`config.mk`:
```
export PLATFORM = sky130hd
export DESIGN_NAME = i2c_regbank_target
export DESIGN_NICKNAME = d
export VERILOG_FILES = /design/src/rtl/i2c_regbank_pkg.sv /design/src/rtl/i2c_line_sync.sv /design/src/rtl/i2c_reg_array.sv /design/src/rtl/i2c_tgt_ctrl.sv /design/src/rtl/i2c_regbank_target.sv
export SDC_FILE = /design/constraint.sdc
export NUM_CORES = 2
export LEC_CHECK = 0
export BUFFER_PORTS_ARGS = -buffer_cell sky130_fd_sc_hd__buf_2
export CORE_MARGIN = 5
export CORE_UTILIZATION = 40
export DETAILED_ROUTE_END_ITERATION = 10
export GPL_TIMING_DRIVEN = 0
export PLACE_DENSITY = 0.55
export SYNTH_ARGS = -nofsm -noshare
export SYNTH_HDL_FRONTEND = slang
export SYNTH_HIERARCHICAL = 1
export SYNTH_SLANG_ARGS = --single-unit
```
`constraint.sdc`:
```
create_clock -name clk -period 3.7 [get_ports clk]
set_clock_uncertainty 0.15 [all_clocks]
set_input_delay 0.74 -clock clk [delete_from_list [all_inputs] [get_ports clk]]
set_output_delay 0.74 -clock clk [all_outputs]
set_load 0.02 [all_outputs]
```
`src/rtl/i2c_regbank_pkg.sv`:
```
package i2c_regbank_pkg;
  typedef enum logic [2:0] {
    ST_IDLE,
    ST_RX,
    ST_ACKW,
    ST_ACK,
    ST_TX,
    ST_MACK,
    ST_TXLD
  } tgt_state_e;

  typedef enum logic [1:0] {
    BK_DEV,
    BK_PTR,
    BK_DATA
  } byte_kind_e;
endpackage

```
`src/rtl/i2c_line_sync.sv`:
```
module i2c_line_sync #(
  parameter int STAGES = 2
) (
  input  logic clk,
  input  logic rst_n,
  input  logic scl_in,
  input  logic sda_in,
  output logic scl_s,
  output logic sda_s,
  output logic scl_rise,
  output logic scl_fall,
  output logic start_det,
  output logic stop_det
);
  logic [STAGES-1:0] scl_ff, sda_ff;
  logic scl_q, sda_q;

  always_ff @(posedge clk or negedge rst_n) begin
    if (!rst_n) begin
      scl_ff <= '1;
      sda_ff <= '1;
      scl_q  <= 1'b1;
      sda_q  <= 1'b1;
    end else begin
      scl_ff <= {scl_ff[STAGES-2:0], scl_in};
      sda_ff <= {sda_ff[STAGES-2:0], sda_in};
      scl_q  <= scl_ff[STAGES-1];
      sda_q  <= sda_ff[STAGES-1];
    end
  end

  assign scl_s     = scl_ff[STAGES-1];
  assign sda_s     = sda_ff[STAGES-1];
  assign scl_rise  = scl_s & ~scl_q;
  assign scl_fall  = ~scl_s & scl_q;
  assign start_det = scl_s & scl_q & sda_q & ~sda_s;
  assign stop_det  = scl_s & scl_q & ~sda_q & sda_s;
endmodule

```
`src/rtl/i2c_reg_array.sv`:
```
module i2c_reg_array #(
  parameter int DW = 8,
  parameter int AW = 8
) (
  input  logic          clk,
  input  logic          rst_n,
  input  logic          wr_en,
  input  logic [AW-1:0] wr_addr,
  input  logic [DW-1:0] wr_data,
  input  logic [AW-1:0] rd_addr,
  output logic [DW-1:0] rd_data
);
  localparam int DEPTH = 1 << AW;
  logic [DW-1:0] mem [DEPTH];

  for (genvar g = 0; g < DEPTH; g++) begin : g_entry
    always_ff @(posedge clk or negedge rst_n) begin
      if (!rst_n)                                  mem[g] <= '0;
      else if (wr_en && wr_addr == AW'(g))         mem[g] <= wr_data;
    end
  end

  assign rd_data = mem[rd_addr];
endmodule

```
`src/rtl/i2c_tgt_ctrl.sv`:
```
module i2c_tgt_ctrl
  import i2c_regbank_pkg::*;
#(
  parameter int DW = 8
) (
  input  logic          clk,
  input  logic          rst_n,
  input  logic [DW-2:0] dev_addr,
  input  logic          sda_s,
  input  logic          scl_rise,
  input  logic          scl_fall,
  input  logic          start_det,
  input  logic          stop_det,
  input  logic [DW-1:0] rd_data,
  output logic [DW-1:0] ptr,
  output logic          wr_en,
  output logic [DW-1:0] wr_data,
  output logic          sda_oe
);
  localparam int CW = $clog2(DW);
  localparam logic [CW-1:0] LAST = CW'(DW - 1);

  tgt_state_e    state;
  byte_kind_e    kind;
  logic [CW-1:0] cnt;
  logic [DW-1:0] shreg;
  logic          is_read;
  logic [DW-1:0] rx_byte;
  logic          byte_done;

  assign rx_byte   = {shreg[DW-2:0], sda_s};
  assign byte_done = (state == ST_RX) && scl_rise && (cnt == LAST);
  assign wr_en     = byte_done && (kind == BK_DATA);
  assign wr_data   = rx_byte;

  always_ff @(posedge clk or negedge rst_n) begin
    if (!rst_n) begin
      state   <= ST_IDLE;
      kind    <= BK_DEV;
      cnt     <= '0;
      shreg   <= '0;
      is_read <= 1'b0;
      ptr     <= '0;
      sda_oe  <= 1'b0;
    end else if (start_det) begin
      state   <= ST_RX;
      kind    <= BK_DEV;
      cnt     <= '0;
      is_read <= 1'b0;
      sda_oe  <= 1'b0;
    end else if (stop_det) begin
      state  <= ST_IDLE;
      sda_oe <= 1'b0;
    end else begin
      case (state)
        ST_RX: if (scl_rise) begin
          shreg <= rx_byte;
          cnt   <= cnt + 1'b1;
          if (cnt == LAST) begin
            cnt <= '0;
            case (kind)
              BK_DEV: begin
                if (rx_byte[DW-1:1] == dev_addr) begin
                  is_read <= rx_byte[0];
                  state   <= ST_ACKW;
                end else begin
                  state <= ST_IDLE;
                end
              end
              BK_PTR: begin
                ptr   <= rx_byte;
                state <= ST_ACKW;
              end
              default: begin
                ptr   <= ptr + 1'b1;
                state <= ST_ACKW;
              end
            endcase
          end
        end
        ST_ACKW: if (scl_fall) begin
          sda_oe <= 1'b1;
          state  <= ST_ACK;
        end
        ST_ACK: if (scl_fall) begin
          cnt <= '0;
          if (is_read) begin
            shreg  <= rd_data;
            sda_oe <= ~rd_data[DW-1];
            ptr    <= ptr + 1'b1;
            state  <= ST_TX;
          end else begin
            sda_oe <= 1'b0;
            state  <= ST_RX;
            kind   <= (kind == BK_DEV) ? BK_PTR : BK_DATA;
          end
        end
        ST_TX: if (scl_fall) begin
          if (cnt == LAST) begin
            sda_oe <= 1'b0;
            state  <= ST_MACK;
          end else begin
            cnt    <= cnt + 1'b1;
            shreg  <= {shreg[DW-2:0], 1'b0};
            sda_oe <= ~shreg[DW-2];
          end
        end
        ST_MACK: if (scl_rise) begin
          state <= sda_s ? ST_IDLE : ST_TXLD;
        end
        ST_TXLD: if (scl_fall) begin
          cnt    <= '0;
          shreg  <= rd_data;
          sda_oe <= ~rd_data[DW-1];
          ptr    <= ptr + 1'b1;
          state  <= ST_TX;
        end
        default: ;
      endcase
    end
  end
endmodule

```
`src/rtl/i2c_regbank_target.sv`:
```
module i2c_regbank_target #(
  parameter int DATA_W      = 8,
  parameter int SYNC_STAGES = 2
) (
  input  logic              clk,
  input  logic              rst_n,
  input  logic [DATA_W-2:0] dev_addr_strap,
  input  logic              scl_in,
  input  logic              sda_in,
  output logic              sda_oe
);
  logic scl_s, sda_s, scl_rise, scl_fall, start_det, stop_det;
  logic [DATA_W-1:0] ptr, wr_data, rd_data;
  logic wr_en;

  i2c_line_sync #(.STAGES(SYNC_STAGES)) u_sync (
    .clk(clk), .rst_n(rst_n), .scl_in(scl_in), .sda_in(sda_in),
    .scl_s(scl_s), .sda_s(sda_s), .scl_rise(scl_rise), .scl_fall(scl_fall),
    .start_det(start_det), .stop_det(stop_det)
  );

  i2c_tgt_ctrl #(.DW(DATA_W)) u_ctrl (
    .clk(clk), .rst_n(rst_n), .dev_addr(dev_addr_strap), .sda_s(sda_s),
    .scl_rise(scl_rise), .scl_fall(scl_fall), .start_det(start_det),
    .stop_det(stop_det), .rd_data(rd_data), .ptr(ptr), .wr_en(wr_en),
    .wr_data(wr_data), .sda_oe(sda_oe)
  );

  i2c_reg_array #(.DW(DATA_W), .AW(DATA_W)) u_regs (
    .clk(clk), .rst_n(rst_n), .wr_en(wr_en), .wr_addr(ptr),
    .wr_data(wr_data), .rd_addr(ptr), .rd_data(rd_data)
  );

  logic unused_scl;
  assign unused_scl = scl_s;
endmodule

```
==> flow_metrics.py <==
metrics = {
    "run_status": {
        "status": "complete, but fails checks",
        "violations": "hold timing, capacitance limit, slew limit, setup timing",
    },
    "power": {
        "power.density_nw_per_um2": 579,
        "leakagePower_nw": 52.5,
        "vdd_drop_max_mv": 0.437,
    },
    "clock_tree": {
        "cts_max_path_buffers": 3,
        "cts-hold-fix-buffers": 2,
        "clk-insertion-delay-late_ns": 0.90,
        "cts_root_buf": "clkbuf_16",
        "cts_inserted_buffers": 226,
        "htreeDepth": 4,
        "cts.sinks": 2079,
        "clkSlewWorstSetupHoldPaths_ns": 0.06,
        "cts_tree": "done",
    },
    "synth": {
        "synthDominantCellAreaShare": 0.543,
        "ys_ff_latch": 2079,
        "postSynthAreaPerCell_um2": 15.5,
        "synth_nets": 6197,
        "ys_seq_area_frac": 0.545,
        "synth-edff-count": 0,
        "yosys.area.top_type": "dfrtp_1",
        "yosys_warnings": 6,
        "async_flop_share": 1.00,
        "netlist_instances": 6182,
        "syn_area_um2": 95500,
        "synth_flop_cell": "dfrtp_1",
        "synthTopCellsByArea": "dfrtp_1 (54%), mux2_2 (24%), mux4_2 (11%), mux2i_1 (1.5%), clkbuf_1 (1.2%)",
        "ys_types": 87,
    },
    "global_route": {
        "top_usage_layer": "met2",
        "antenna_found_initial": 42,
        "met1_usage": 0.436,
        "grt_max_degree": 172,
        "gr-usage-met2": 0.464,
        "grt_pass1_vias": 63100,
        "grt_use_total": 0.326,
        "grt_overflow": 0,
        "grt_pass1_wl_um": 554000,
        "grt_use_met3": 0.0990,
    },
    "layout": {
        "final_area_um2": 114000,
        "syn_to_final_growth_pct": 19.1,
        "drive_gt1_frac": 0.545,
        "multi_input_area_um2": 43300,
        "seq_area_um2": 52000,
        "fill_cells": 20600,
        "fin_nets": 6633,
    },
    "placement": {
        "dpl_cell_area_um2": 100000,
        "io_buffers": 11,
        "hpwl_um": 287000,
        "dp_worst_setup_slack_ns": -3.32,
        "globalplace.congestion": 1.04,
    },
    "sta": {
        "drv_slew": 33,
        "period_share": 1.18,
        "relSlewSlack": -0.0512,
        "timing.fmax_mhz": 230,
        "fin_ws_ns": -0.648,
        "tightest_slew_ns": 1.58,
        "setup-violations-final": 105,
        "holdWs_ns": -0.221,
        "rsz0062_at_grt": "true",
        "period_needed_ns": 4.35,
        "hold_violations": 132,
    },
    "floorplanning": {
        "core_area_um2": 238000,
        "die_h_um": 499,
        "die-area_um2": 249000,
        "io_pins": 12,
        "rows": 179,
        "dieWidth_um": 499,
        "start_util": 0.402,
    },
    "detailed_routing": {
        "drtIter0Drc": 7952,
        "post_drt_wl_per_cell_um": 41.4,
        "drt_pass1_iterations": 7,
        "wl_um": 414000,
        "route.antenna.remaining_nets": 0,
        "via_per_inst": 6.36,
        "drc": 0,
        "vias": 63500,
    },
    "flow_run": {
        "maxCapViolCount": 3,
    },
    "worst_setup_path": {
        "critical_path_class": "register to register",
        "critPathSlowestCell": "dfrtp_2",
        "crit_top_cell": "a21oi_2",
        "crit_fanout": 10,
        "start_kind": "register",
        "crit_arrival_ns": 4.97,
        "path_cells": "buf_12 > buf_16 > buf_4 > buf_6 > mux4_2 > a21oi_2 > a21oi_2 > nor4_4 > nor4_4 > buf_12 > a221oi_4 > a21oi_2 > mux2_4",
        "worstSetupEndpointType": "register",
        "reg2reg_depth": 13,
        "cp.required_ns": 4.32,
        "slowest_delay_ns": 0.47,
    },
    "min_path": {
        "hold_class": "primary input to asynchronous set/reset pin",
    },
}
layer usage:
layer  up-vias  routed length (um)  part of all wire
met5         -                  34          0.000082
met4         6               31100             0.075
met3       965               44800              0.11
met2      3521              176000              0.42
met1     34800              162000              0.39
li1      24200                   -                 -
path summary, 6_finish.rpt:
path | slack, ns | endpoint | start
setup / recovery | -0.65 | u_ctrl/shreg[0]$_DFFE_PN0P_ | u_ctrl/ptr[1]$_DFFE_PN0P_
hold / removal | -0.22 | u_regs/mem[1084]$_DFFE_PN0P_ | rst_n
setup reg to reg | -0.65 | u_ctrl/shreg[0]$_DFFE_PN0P_ | u_ctrl/ptr[1]$_DFFE_PN0P_
hold reg to reg | 0.21 | u_sync/scl_ff[1]$_DFF_PN1_ | u_sync/scl_ff[0]$_DFF_PN1_
max in group asynchronous | 0.38 | u_regs/mem[2042]$_DFFE_PN0P_ | rst_n
min in group clk | 0.21 | u_sync/scl_ff[1]$_DFF_PN1_ | u_sync/scl_ff[0]$_DFF_PN1_
cells in the final DEF, fill, tap and decap left out, drive strengths merged, types with 4 or more instances in the layout:
cell type	n
mux2	2074
dfrtp	2073
clkbuf	652
mux4	483
buf	360
nor2	236
nand2	150
mux2i	145
a21oi	64
a22oi	50
o221ai	46
clkinv	45
o21ai	45
o22ai	36
a221oi	35
nand3	30
a22o	29
nor2b	24
nor3	24
nand2b	20
inv	18
diode	14
bufinv	13
a211oi	12
o211ai	10
xnor2	9
and3	8
and2	8
nor4	8
a31oi	6
dfstp	6
a211o	5
nor3b	5
a32oi	5
and4b	5
nand4	4
o2bb2ai	4
ha	4
or2	4
synthesized netlist by cell type, types with 5 or more instances:
| cell type | number |
|---|---|
| a211o_1 | 5 |
| a211oi_1 | 12 |
| a21oi_1 | 63 |
| a221oi_1 | 34 |
| a22o_1 | 29 |
| a22oi_1 | 50 |
| a31oi_1 | 6 |
| and2_1 | 7 |
| and3_1 | 8 |
| and4b_1 | 5 |
| buf_1 | 17 |
| buf_12 | 8 |
| buf_2 | 57 |
| buf_4 | 14 |
| buf_6 | 41 |
| buf_8 | 9 |
| clkbuf_1 | 314 |
| dfrtp_1 | 2073 |
| dfstp_2 | 6 |
| inv_1 | 10 |
| mux2_1 | 9 |
| mux2_2 | 2058 |
| mux2_4 | 7 |
| mux2i_1 | 145 |
| mux4_2 | 478 |
| nand2_1 | 149 |
| nand2b_1 | 20 |
| nand3_1 | 30 |
| nor2_1 | 235 |
| nor2b_1 | 22 |
| nor3_1 | 23 |
| nor4_1 | 5 |
| o211ai_1 | 10 |
| o21ai_0 | 40 |
| o221ai_1 | 46 |
| o22ai_1 | 36 |
| xnor2_1 | 8 |
state kept, by name (all words and copies together) (netlist names), 2 cells and up:
signal         cells
u_sync/sda_ff      2
u_ctrl/state       3
u_ctrl/kind        2
u_ctrl/ptr         8
u_regs/mem      2048
u_sync/scl_ff      2
u_ctrl/cnt         3
u_ctrl/shreg       7
area by class of cell:
type                            instances  area share
Tap cell                             3167      0.0348
Multi-Input combinational cell       3630       0.381
Sequential cell                      2079       0.457
Antenna cell                           14    0.000308
Clock buffer                          348      0.0595
Buffer                                455      0.0346
Clock inverter                         64     0.00730
Timing Repair Buffer                  213      0.0248
Inverter                               13    0.000451
critical path, delay by kind of cell, from the launching register on:
family,cells,cell delay (ns)
AND/OR/NAND/NOR,2,0.57
multiplexers,2,0.71
AO/OA/AOI/OAI,4,0.79
buffers and inverters,5,1.46
flip-flops,1,0.47
where the power goes:
| part | internal, mW | leakage (nW) | switching, mW | total, mW |
|---|---|---|---|---|
| logic | 6.07 | 19.7 | 13.5 | 19.6 |
| clock network | 13.5 | 3.75 | 9.87 | 23.3 |
| registers | 22.8 | 29.0 | 0.161 | 23.0 |
repair_timing:
item,CTS,global route
setup endpoints to repair,2198,1748
pin swaps,39,43
gates resized for setup,731,310
gates cloned,1,4
endpoints found under the hold margin,134,132
buffers inserted,76,98
kinds of logic after synthesis:
family / synth area share
flops: 0.545
mux: 0.374
simple gates: 0.0257
xor+xnor: 0.000904
fa+ha+maj: 0.000524
buf+inv: 0.0255
compound gates: 0.0286
per-stage QoR:
stage | hold slack [ns] | total power, mW | util | instances | setup TNS (ns)
2_1_floorplan | 0.195 | 29.6 | - | 6182 | 0
3_3_place_gp | 0.197 | 38.7 | 0.418 | 9360 | -
3_5_place_dp | 0.201 | 38.8 | 0.421 | 9381 | -2946.18
4_1_cts | -0.195 | 64.0 | 0.469 | 9869 | -55.93
5_1_grt | -0.185 | 66.7 | 0.478 | 9974 | -3.68
6_report | -0.221 | 65.8 | 0.478 | 9983 | -9.22
Power figures use the tool's default switching activity.
